[config.mk]
export PLATFORM = sky130hd
export DESIGN_NAME = bsr_chain
export DESIGN_NICKNAME = d
export VERILOG_FILES = /design/src/rtl/bsr_pkg.sv /design/src/rtl/bsr_rst_sync.sv /design/src/rtl/bsr_obs_cell.sv /design/src/rtl/bsr_cu_cell.sv /design/src/rtl/bsr_pad_mux.sv /design/src/rtl/bsr_chain.sv
export SDC_FILE = /design/constraint.sdc
export NUM_CORES = 1
export LEC_CHECK = 0
export ABC_AREA = 1
export BUFFER_PORTS_ARGS = -buffer_cell sky130_fd_sc_hd__buf_2
export CORE_UTILIZATION = 35
export CTS_CLUSTER_SIZE = 30
export DETAILED_ROUTE_END_ITERATION = 8
export HOLD_SLACK_MARGIN = 0.05
export SYNTH_ARGS = -nofsm -noshare
export SYNTH_HDL_FRONTEND = slang
export SYNTH_SLANG_ARGS = --single-unit
[constraint.sdc]
create_clock -name tck -period 0.8 [get_ports tck]
set_input_delay 0.04 -clock tck [delete_from_list [all_inputs] [get_ports tck]]
set_output_delay 0.04 -clock tck [all_outputs]
set_load 0.01 [all_outputs]
[src/rtl/bsr_pkg.sv]
package bsr_pkg;

  typedef enum logic [1:0] {
    PM_FUNC = 2'd0,
    PM_TEST = 2'd1,
    PM_HIZ  = 2'd2
  } pad_mode_e;

  // High impedance wins over external test and clamp.
  function automatic pad_mode_e decode_mode(input logic ext, input logic clamp, input logic hiz);
    if (hiz)                return PM_HIZ;
    else if (ext || clamp)  return PM_TEST;
    else                    return PM_FUNC;
  endfunction

endpackage

[src/rtl/bsr_rst_sync.sv]
module bsr_rst_sync #(
  parameter int STAGES = 2
) (
  input  logic clk,
  input  logic arst_n,
  output logic rst_n
);
  logic [STAGES-1:0] sync_q;
  logic [STAGES-1:0] sync_nxt;

  always_comb begin
    sync_nxt = {sync_q[STAGES-2:0], 1'b1};
  end

  always_ff @(posedge clk or negedge arst_n) begin
    if (!arst_n) sync_q <= '0;
    else         sync_q <= sync_nxt;
  end

  assign rst_n = sync_q[STAGES-1];
endmodule

[src/rtl/bsr_obs_cell.sv]
module bsr_obs_cell #(
  parameter logic SAFE = 1'b0
) (
  input  logic tck,
  input  logic rst_n,
  input  logic cap_en,
  input  logic shf_en,
  input  logic cap_d,
  input  logic si,
  output logic so
);
  logic sh_q;
  logic sh_nxt;

  always_comb begin
    sh_nxt = sh_q;
    if (cap_en)      sh_nxt = cap_d;
    else if (shf_en) sh_nxt = si;
  end

  always_ff @(posedge tck or negedge rst_n) begin
    if (!rst_n) sh_q <= SAFE;
    else        sh_q <= sh_nxt;
  end

  assign so = sh_q;
endmodule

[src/rtl/bsr_cu_cell.sv]
module bsr_cu_cell #(
  parameter logic SAFE = 1'b0
) (
  input  logic tck,
  input  logic rst_n,
  input  logic cap_en,
  input  logic shf_en,
  input  logic upd_en,
  input  logic cap_d,
  input  logic si,
  output logic so,
  output logic upd_q
);
  logic sh_q;
  logic sh_nxt;
  logic up_q;
  logic up_nxt;

  always_comb begin
    sh_nxt = sh_q;
    if (cap_en)      sh_nxt = cap_d;
    else if (shf_en) sh_nxt = si;
  end

  always_ff @(posedge tck or negedge rst_n) begin
    if (!rst_n) sh_q <= SAFE;
    else        sh_q <= sh_nxt;
  end

  always_comb begin
    up_nxt = up_q;
    if (upd_en) up_nxt = sh_q;
  end

  // Update stage changes on the falling edge.
  always_ff @(negedge tck or negedge rst_n) begin
    if (!rst_n) up_q <= SAFE;
    else        up_q <= up_nxt;
  end

  assign so    = sh_q;
  assign upd_q = up_q;
endmodule

[src/rtl/bsr_pad_mux.sv]
module bsr_pad_mux
  import bsr_pkg::*;
#(
  parameter int   W   = 4,
  parameter logic DIS = 1'b1
) (
  input  pad_mode_e      mode,
  input  logic [W-1:0]   core_d,
  input  logic           core_oe,
  input  logic [W-1:0]   upd_d,
  input  logic           upd_ctl,
  output logic [W-1:0]   pad_d,
  output logic           pad_oe
);
  always_comb begin
    pad_d = (mode == PM_FUNC) ? core_d : upd_d;
    case (mode)
      PM_FUNC: pad_oe = core_oe;
      PM_TEST: pad_oe = (upd_ctl != DIS);
      default: pad_oe = 1'b0;
    endcase
  end
endmodule

[src/rtl/bsr_chain.sv]
module bsr_chain
  import bsr_pkg::*;
#(
  parameter int               N_IN     = 3,
  parameter int               N_OUT    = 4,
  parameter int               N_BID    = 2,
  parameter int               N_RST    = 2,
  parameter logic             OUT_DIS  = 1'b1,
  parameter logic             BID_DIS  = 1'b0,
  parameter logic             IN_SAFE  = 1'b0,
  parameter logic [N_OUT-1:0] OUT_SAFE = 4'b0101,
  parameter logic [N_BID-1:0] BID_SAFE = 2'b10
) (
  input  logic             tck,
  input  logic             trst_n,
  input  logic             capture_dr,
  input  logic             shift_dr,
  input  logic             update_dr,
  input  logic             mode_extest,
  input  logic             mode_clamp,
  input  logic             mode_hiz,
  input  logic             tdi,
  output logic             tdo,
  input  logic [N_IN-1:0]  pad_in_i,
  output logic [N_IN-1:0]  core_in_o,
  input  logic [N_OUT-1:0] core_out_d,
  input  logic             core_out_oe,
  output logic [N_OUT-1:0] pad_out_d,
  output logic             pad_out_oe,
  input  logic [N_BID-1:0] core_bid_d,
  input  logic             core_bid_oe,
  input  logic [N_BID-1:0] pad_bid_i,
  output logic [N_BID-1:0] pad_bid_d,
  output logic             pad_bid_oe,
  output logic [N_BID-1:0] core_bid_i,
  input  logic             pad_lrst_i,
  output logic             core_lrst_o,
  input  logic [N_RST-1:0] core_rst_d,
  input  logic [N_RST-1:0] core_rst_oe,
  output logic [N_RST-1:0] pad_rst_d,
  output logic [N_RST-1:0] pad_rst_oe
);
  localparam int CHAIN_LEN = N_IN + N_OUT + N_BID + 3;
  localparam int I_OCTL    = N_IN;
  localparam int I_OUT0    = N_IN + 1;
  localparam int I_BCTL    = I_OUT0 + N_OUT;
  localparam int I_BID0    = I_BCTL + 1;
  localparam int I_LINK    = CHAIN_LEN - 1;

  logic                 rst_n_s;
  pad_mode_e            mode;
  logic [CHAIN_LEN-1:0] sr;
  logic [CHAIN_LEN-1:0] si;
  logic [CHAIN_LEN-1:0] cap;
  logic [N_OUT-1:0]     out_upd;
  logic [N_BID-1:0]     bid_upd;
  logic                 octl_upd;
  logic                 bctl_upd;

  bsr_rst_sync #(.STAGES(2)) u_rst (
    .clk(tck), .arst_n(trst_n), .rst_n(rst_n_s)
  );

  assign mode = decode_mode(mode_extest, mode_clamp, mode_hiz);
  assign si   = {tdi, sr[CHAIN_LEN-1:1]};
  assign tdo  = sr[0];

  always_comb begin
    cap                      = '0;
    cap[N_IN-1:0]            = pad_in_i;
    cap[I_OCTL]              = core_out_oe ? ~OUT_DIS : OUT_DIS;
    cap[I_OUT0 +: N_OUT]     = core_out_d;
    cap[I_BCTL]              = core_bid_oe ? ~BID_DIS : BID_DIS;
    cap[I_BID0 +: N_BID]     = pad_bid_oe ? pad_bid_d : pad_bid_i;
    cap[I_LINK]              = pad_lrst_i;
  end

  for (genvar g = 0; g < N_IN; g++) begin : g_in
    bsr_obs_cell #(.SAFE(IN_SAFE)) u_cell (
      .tck(tck), .rst_n(rst_n_s), .cap_en(capture_dr), .shf_en(shift_dr),
      .cap_d(cap[g]), .si(si[g]), .so(sr[g])
    );
  end

  bsr_cu_cell #(.SAFE(OUT_DIS)) u_octl (
    .tck(tck), .rst_n(rst_n_s), .cap_en(capture_dr), .shf_en(shift_dr),
    .upd_en(update_dr), .cap_d(cap[I_OCTL]), .si(si[I_OCTL]),
    .so(sr[I_OCTL]), .upd_q(octl_upd)
  );

  for (genvar g = 0; g < N_OUT; g++) begin : g_out
    bsr_cu_cell #(.SAFE(OUT_SAFE[g])) u_cell (
      .tck(tck), .rst_n(rst_n_s), .cap_en(capture_dr), .shf_en(shift_dr),
      .upd_en(update_dr), .cap_d(cap[I_OUT0+g]), .si(si[I_OUT0+g]),
      .so(sr[I_OUT0+g]), .upd_q(out_upd[g])
    );
  end

  bsr_cu_cell #(.SAFE(BID_DIS)) u_bctl (
    .tck(tck), .rst_n(rst_n_s), .cap_en(capture_dr), .shf_en(shift_dr),
    .upd_en(update_dr), .cap_d(cap[I_BCTL]), .si(si[I_BCTL]),
    .so(sr[I_BCTL]), .upd_q(bctl_upd)
  );

  for (genvar g = 0; g < N_BID; g++) begin : g_bid
    bsr_cu_cell #(.SAFE(BID_SAFE[g])) u_cell (
      .tck(tck), .rst_n(rst_n_s), .cap_en(capture_dr), .shf_en(shift_dr),
      .upd_en(update_dr), .cap_d(cap[I_BID0+g]), .si(si[I_BID0+g]),
      .so(sr[I_BID0+g]), .upd_q(bid_upd[g])
    );
  end

  // Linkage cell: observed only, its value never drives the core.
  bsr_obs_cell #(.SAFE(1'b0)) u_link (
    .tck(tck), .rst_n(rst_n_s), .cap_en(capture_dr), .shf_en(shift_dr),
    .cap_d(cap[I_LINK]), .si(si[I_LINK]), .so(sr[I_LINK])
  );

  bsr_pad_mux #(.W(N_OUT), .DIS(OUT_DIS)) u_out_mux (
    .mode(mode), .core_d(core_out_d), .core_oe(core_out_oe),
    .upd_d(out_upd), .upd_ctl(octl_upd), .pad_d(pad_out_d), .pad_oe(pad_out_oe)
  );

  bsr_pad_mux #(.W(N_BID), .DIS(BID_DIS)) u_bid_mux (
    .mode(mode), .core_d(core_bid_d), .core_oe(core_bid_oe),
    .upd_d(bid_upd), .upd_ctl(bctl_upd), .pad_d(pad_bid_d), .pad_oe(pad_bid_oe)
  );

  assign core_in_o   = pad_in_i;
  assign core_bid_i  = pad_bid_i;
  assign core_lrst_o = (mode == PM_TEST) ? 1'b0 : pad_lrst_i;
  assign pad_rst_d   = core_rst_d;
  assign pad_rst_oe  = (mode == PM_HIZ) ? '0 : core_rst_oe;
endmodule

**Word-level counts from Yosys, hierarchy flattened**

Index checks and enable logic that the tools add are counted.

- Input port bits: 27
- Flip-flop bits (word level): 22
- Output and inout port bits: 19
- Word-level logic and storage cells: 62

- Bitwise gates (word level): 1
- Eq/ne operators: 2
- Reductions and logical operators: 3
- Mux-type cells: 35

Operators by type and width:

| kind | number |
|---|---|
| 1-bit two-way mux | 28 |
| 2-bit two-way mux | 4 |
| 4-bit two-way mux | 1 |
| 1-bit one-hot mux with 2 select lines | 2 |
| 2-bit by 1-bit == test with 1-bit output (second input constant) | 1 |
| 2-bit == test (second input constant) | 1 |
| 2-bit logical NOT | 1 |
| 2-bit nonzero test | 1 |
| 1-bit logical OR | 1 |
| 1-bit inverter | 1 |

**Longest topological paths before layout**

- Word-level depth: 7
- Gate-level depth with buffers: 7
- Depth with buffers taken out: 7

**Modules after synthesis**

A second synthesis with hierarchy kept.

- Cells, all modules: 202
- Area total of the unflattened synthesis: 1311.3 µm²

Modules (own cells, without submodules):

| module | cells an instance | times used | sequential area each (µm²) | area an instance (µm²) |
|---|---|---|---|---|
| bsr_cu_cell (g_bid[1].u_cell ...) | 14 | 4 | 52.6 | 100.1 |
| bsr_cu_cell (g_bid[0].u_cell ...) | 13 | 4 | 50.0 | 93.8 |
| bsr_obs_cell | 10 | 4 | 25.0 | 60.1 |
| bsr_chain | 22 | 1 | 0.0 | 118.9 |
| bsr_pad_mux (u_out_mux) | 18 | 1 | 0.0 | 75.1 |
| bsr_rst_sync | 3 | 1 | 50.0 | 53.8 |
| bsr_pad_mux (u_bid_mux) | 11 | 1 | 0.0 | 47.5 |

==> summary.md <==
| Metric | Value |
|---|---|
| FF-to-FF path depth | 8 |
| CP peak stage delay | 520 ps |
| # rows | 20 |
| Critical path startpoint category | flip-flop |
| Vias in the first global route | 1283 |
| Ant. Diodes | 0 |
| Worst-path fanout max | 2 |
| Required time at the endpoint of the critical path | 1060 ps |
| Fraction of power spent switching nets | 0.3267 |
| Number of setup violations in the final report | 22 |
| Root buffer cell | clkbuf_4 |
| DRC violations left | 0 |
| Status | complete, but fails checks |
| Avg Synthesized Cell Area | 7.884 um2 |
| Weighted congestion at the end of routability-driven global placement | 0.7886 |
| Final count of pins violating max slew | 0 |
| Synthesis warning total | 0 |
| Synth area leader | dfrtp_1 |
| Post-route clock skew | 79.09 ps |
| CTS tree | yes |
| Type of the most critical hold path | in2reg |
| Maximum number of pins on one net before global-route repair | 17 |
| Power spent charging and discharging nets | 0.0009870 W |
| Critical Path, Cell by Cell | inv_2 > nand2_2 > nand2_2 > buf_4 > buf_6 > nand2_4 > nand3_2 > a21oi_2 |
| Signal arrival time at the worst endpoint | 1920 ps |
| Pre-antenna DRT Iters | 4 |
| Buffering stage count on the worst path with inverters included | 3 |
| Proportion of netlist area held by the largest area contributor | 0.2174 |
| Number of buffers created by CTS | 3 |
| Total standard cell area after synthesis | 1151 um2 |
| Number of DRC markers in iteration 0 | 11 |
| Clk Latency, worst-skew pair | 390 ps |
| Lkg Pwr | 1.054 nW |
| Slack of the worst reg-to-reg path | -860 ps |
| Clock input transition at the sequential cells of the worst setup and hold paths | 120 ps |
| Comb pwr share | 0.342 |
| Syn nets | 173 |
| Count leader, synth | nand2_1 |
| Worst reg2reg startpoint | g_bid[1].u_cell.upd_q |
| Top cells by count, synth | nand2_1, inv_1, nand3_1 |
| Area enclosed by the die boundary | 3522 um2 |
| PwrDens | 1518 nW/um2 |
| Area after detailed placement | 1568 um2 |
| Share of layout cells above drive strength 1 | 0.5769 |
| Global-route wire length before repair | 5340 um |
| Max stage delay cell, worst path | dfstp_2 |
| Global Route Usage Sum | 0.2084 |
| HPWL Detailed | 2250 um |
| Routing layer with the top usage in global route | met2 |
| Delay-heaviest family, CP | flip-flops |
| Routed WL | 3390 um |
| Prevailing post-synth register cell | dfrtp_1 |
| Unique cell type count in the Yosys netlist | 20 |
| # placed instances | 247 |
| Number of enable flip-flop cells after synthesis | 0 |
| Flip-flop and latch count after synthesis | 22 |
| End point of the critical path | g_bid[1].u_cell.so |
| Detail-routed via count per cell | 4.532 |
| Nets | 262 |
| Register share of total power | 0.445 |
| Initial Util | 0.3740 |
| Depth of the critical timing path with buffers and inverters included | 8 |
| CTS Sinks | 22 |
| Number of buffers inserted by port buffering | 41 |
| Share of total power in the clock network | 0.213 |
| GR met2 Demand/Resource | 0.3772 |
| Most Frequent Cell on Critical Path | nand2_2 |
| I/O Pins | 46 |
| Final global-route overflow total | 0 |
| Seq/Total Area, Yosys | 0.4870 |
| Clock Path Buffers | 2 |
| RSZ-0062 raised after global routing | yes |
| Critical register-to-register path endpoint | g_bid[1].u_cell.so |
| Initial antenna violation count | 0 |
| Met3 Track Usage GR | 0.05022 |
| Worst Setup SP | g_bid[1].u_cell.upd_q |
| Internal power | 0.002034 W |
| Die span in x | 59.35 um |
| Number of hold-slack violations in the final timing report | 0 |
| Setup crit end kind | flip-flop |
| H-tree levels | 1 |
| Area added between synthesis and finish | 72.93% |
| Number of non-filler instances in the completed layout | 278 |
| Startpoint of the most critical hold path | capture_dr |
| Area inside the core boundary | 3078 um2 |
| Number of max-cap violations | 0 |
| Violations in the final reports | negative setup slack |
| Wire length per cell after detailed routing | 12.19 um |
| Total via count in the routed design | 1260 |
| Least setup slack across all paths after layout | -860.4 ps |
| Met1 Use GR | 0.2344 |
| Pre-CTS setup slack | -593.1 ps |
| Height of the die | 59.35 um |
| Mapped Cells | 146 |
| Proportion of synthesized flip-flops having asynchronous set or reset | 1.000 |
| Final TNS setup | -10220 ps |
| Start-to-end type of the worst setup path | reg2reg |
| Most area-consuming cells after synthesis | dfrtp_1, dfstp_2, nand2_1 |
| Max VDD drop | 1.287 mV |
| Post-route antenna net violation count | 0 |
| Post-route cell area | 1991 um2 |
-- worst min-delay path by stage --
| stage | end | slack [ps] | depth (start not counted) |
|---|---|---|---|
| floorplan | u_rst.sync_q[0] | -260 | 0 |
| global placement | u_rst.sync_q[0] | -170 | 1 |
| detailed placement | u_rst.sync_q[0] | -170 | 1 |
| CTS | g_bid[1].u_cell.so | 50 | 4 |
| global route | g_bid[1].u_cell.so | 60 | 4 |
| finish | g_bid[1].u_cell.so | 70 | 4 |
-- sequential cells by signal, summed over array words and instances, names as in the netlist --
signal              flops
g_out.u_cell.upd_q      4
g_bid.u_cell.upd_q      2
u_link.so               1
g_bid.u_cell.so         2
u_bctl.so               1
g_out.u_cell.so         4
u_rst.sync_q            2
u_octl.upd_q            1
g_in.u_cell.so          3
u_octl.so               1
u_bctl.upd_q            1
-- metal layers --
layer | routed length, um | part of all wire
met3 | 133 | 0.039
met4 | 46 | 0.014
met2 | 1826 | 0.54
met5 | 0 | 0
met1 | 1383 | 0.41
-- stage by stage --
stage / hold slack [ps] / util / total power (W)
5_1_grt: 56.17 / 0.6467 / 0.003195
4_1_cts: 50.94 / 0.6203 / 0.002897
3_3_place_gp: -174.6 / 0.5094 / 0.002081
2_1_floorplan: -255.6 / - / 0.001753
6_report: 71.80 / 0.6467 / 0.003021
3_5_place_dp: -172.2 / 0.5094 / 0.002101
-- area by class of cell --
| cell class | count | area (um2) |
|---|---|---|
| fill | 263 | 1087 |
| inverter | 28 | 107.6 |
| sequential | 22 | 561.8 |
| clock buffer | 3 | 22.52 |
| tap | 44 | 55.05 |
| clock inverter | 5 | 20.02 |
| multi-input combinational | 86 | 534.3 |
| timing repair buffer | 90 | 689.4 |
-- kinds of logic after synthesis --
kind of cell,after synthesis,share of synthesized area
buf+inv,38,0.1500
flops,22,0.4870
other cells,1,0.003258
simple gates,62,0.2326
compound gates,23,0.1272
-- cells in the final DEF (no fill, tap or decap), drive strengths merged, types with 5 or more instances in the layout --
cell         synthesis  final
o221ai               5      5
buf                  8     76
dfrtp               10     10
nand2               37     37
o21ai                9      9
a21oi                7      7
nand3               12     12
inv                 29     32
nor2                13     13
dlygate4sd3          0     14
dfstp                8      8
-- worst register-to-register path: cells and delay by family, from the launching register on --
| family | cells | cell delay [ps] |
|---|---|---|
| AOI/OAI and AO/OA | 1 | 110 |
| buffers and inverters | 3 | 280 |
| DFF | 1 | 520 |
| and+or+nand+nor | 4 | 220 |
-- timing repair --
action                                  in CTS  in global routing
cloned                                       0                  0
endpoints found under the setup margin      25                 27
hold buffers                                14                  0
buffers inserted                             8                  4
pin swaps                                   12                 10
gates resized for setup                     29                 18
hold endpoints to repair                    12                  0
-- power groups by stage --
| stage | Combinational [W] | Clock [W] | Sequential, W |
|---|---|---|---|
| 3_3_place_gp | 0.000686 | 0.0000389 | 0.00136 |
| 2_1_floorplan | 0.000360 | 0.0000389 | 0.00135 |
| 5_1_grt | 0.00112 | 0.000713 | 0.00136 |
| 3_5_place_dp | 0.000701 | 0.0000389 | 0.00136 |
| 6_report | 0.00103 | 0.000642 | 0.00134 |
| 4_1_cts | 0.000923 | 0.000637 | 0.00134 |
Note: power is estimated with default switching activity, not from simulation.
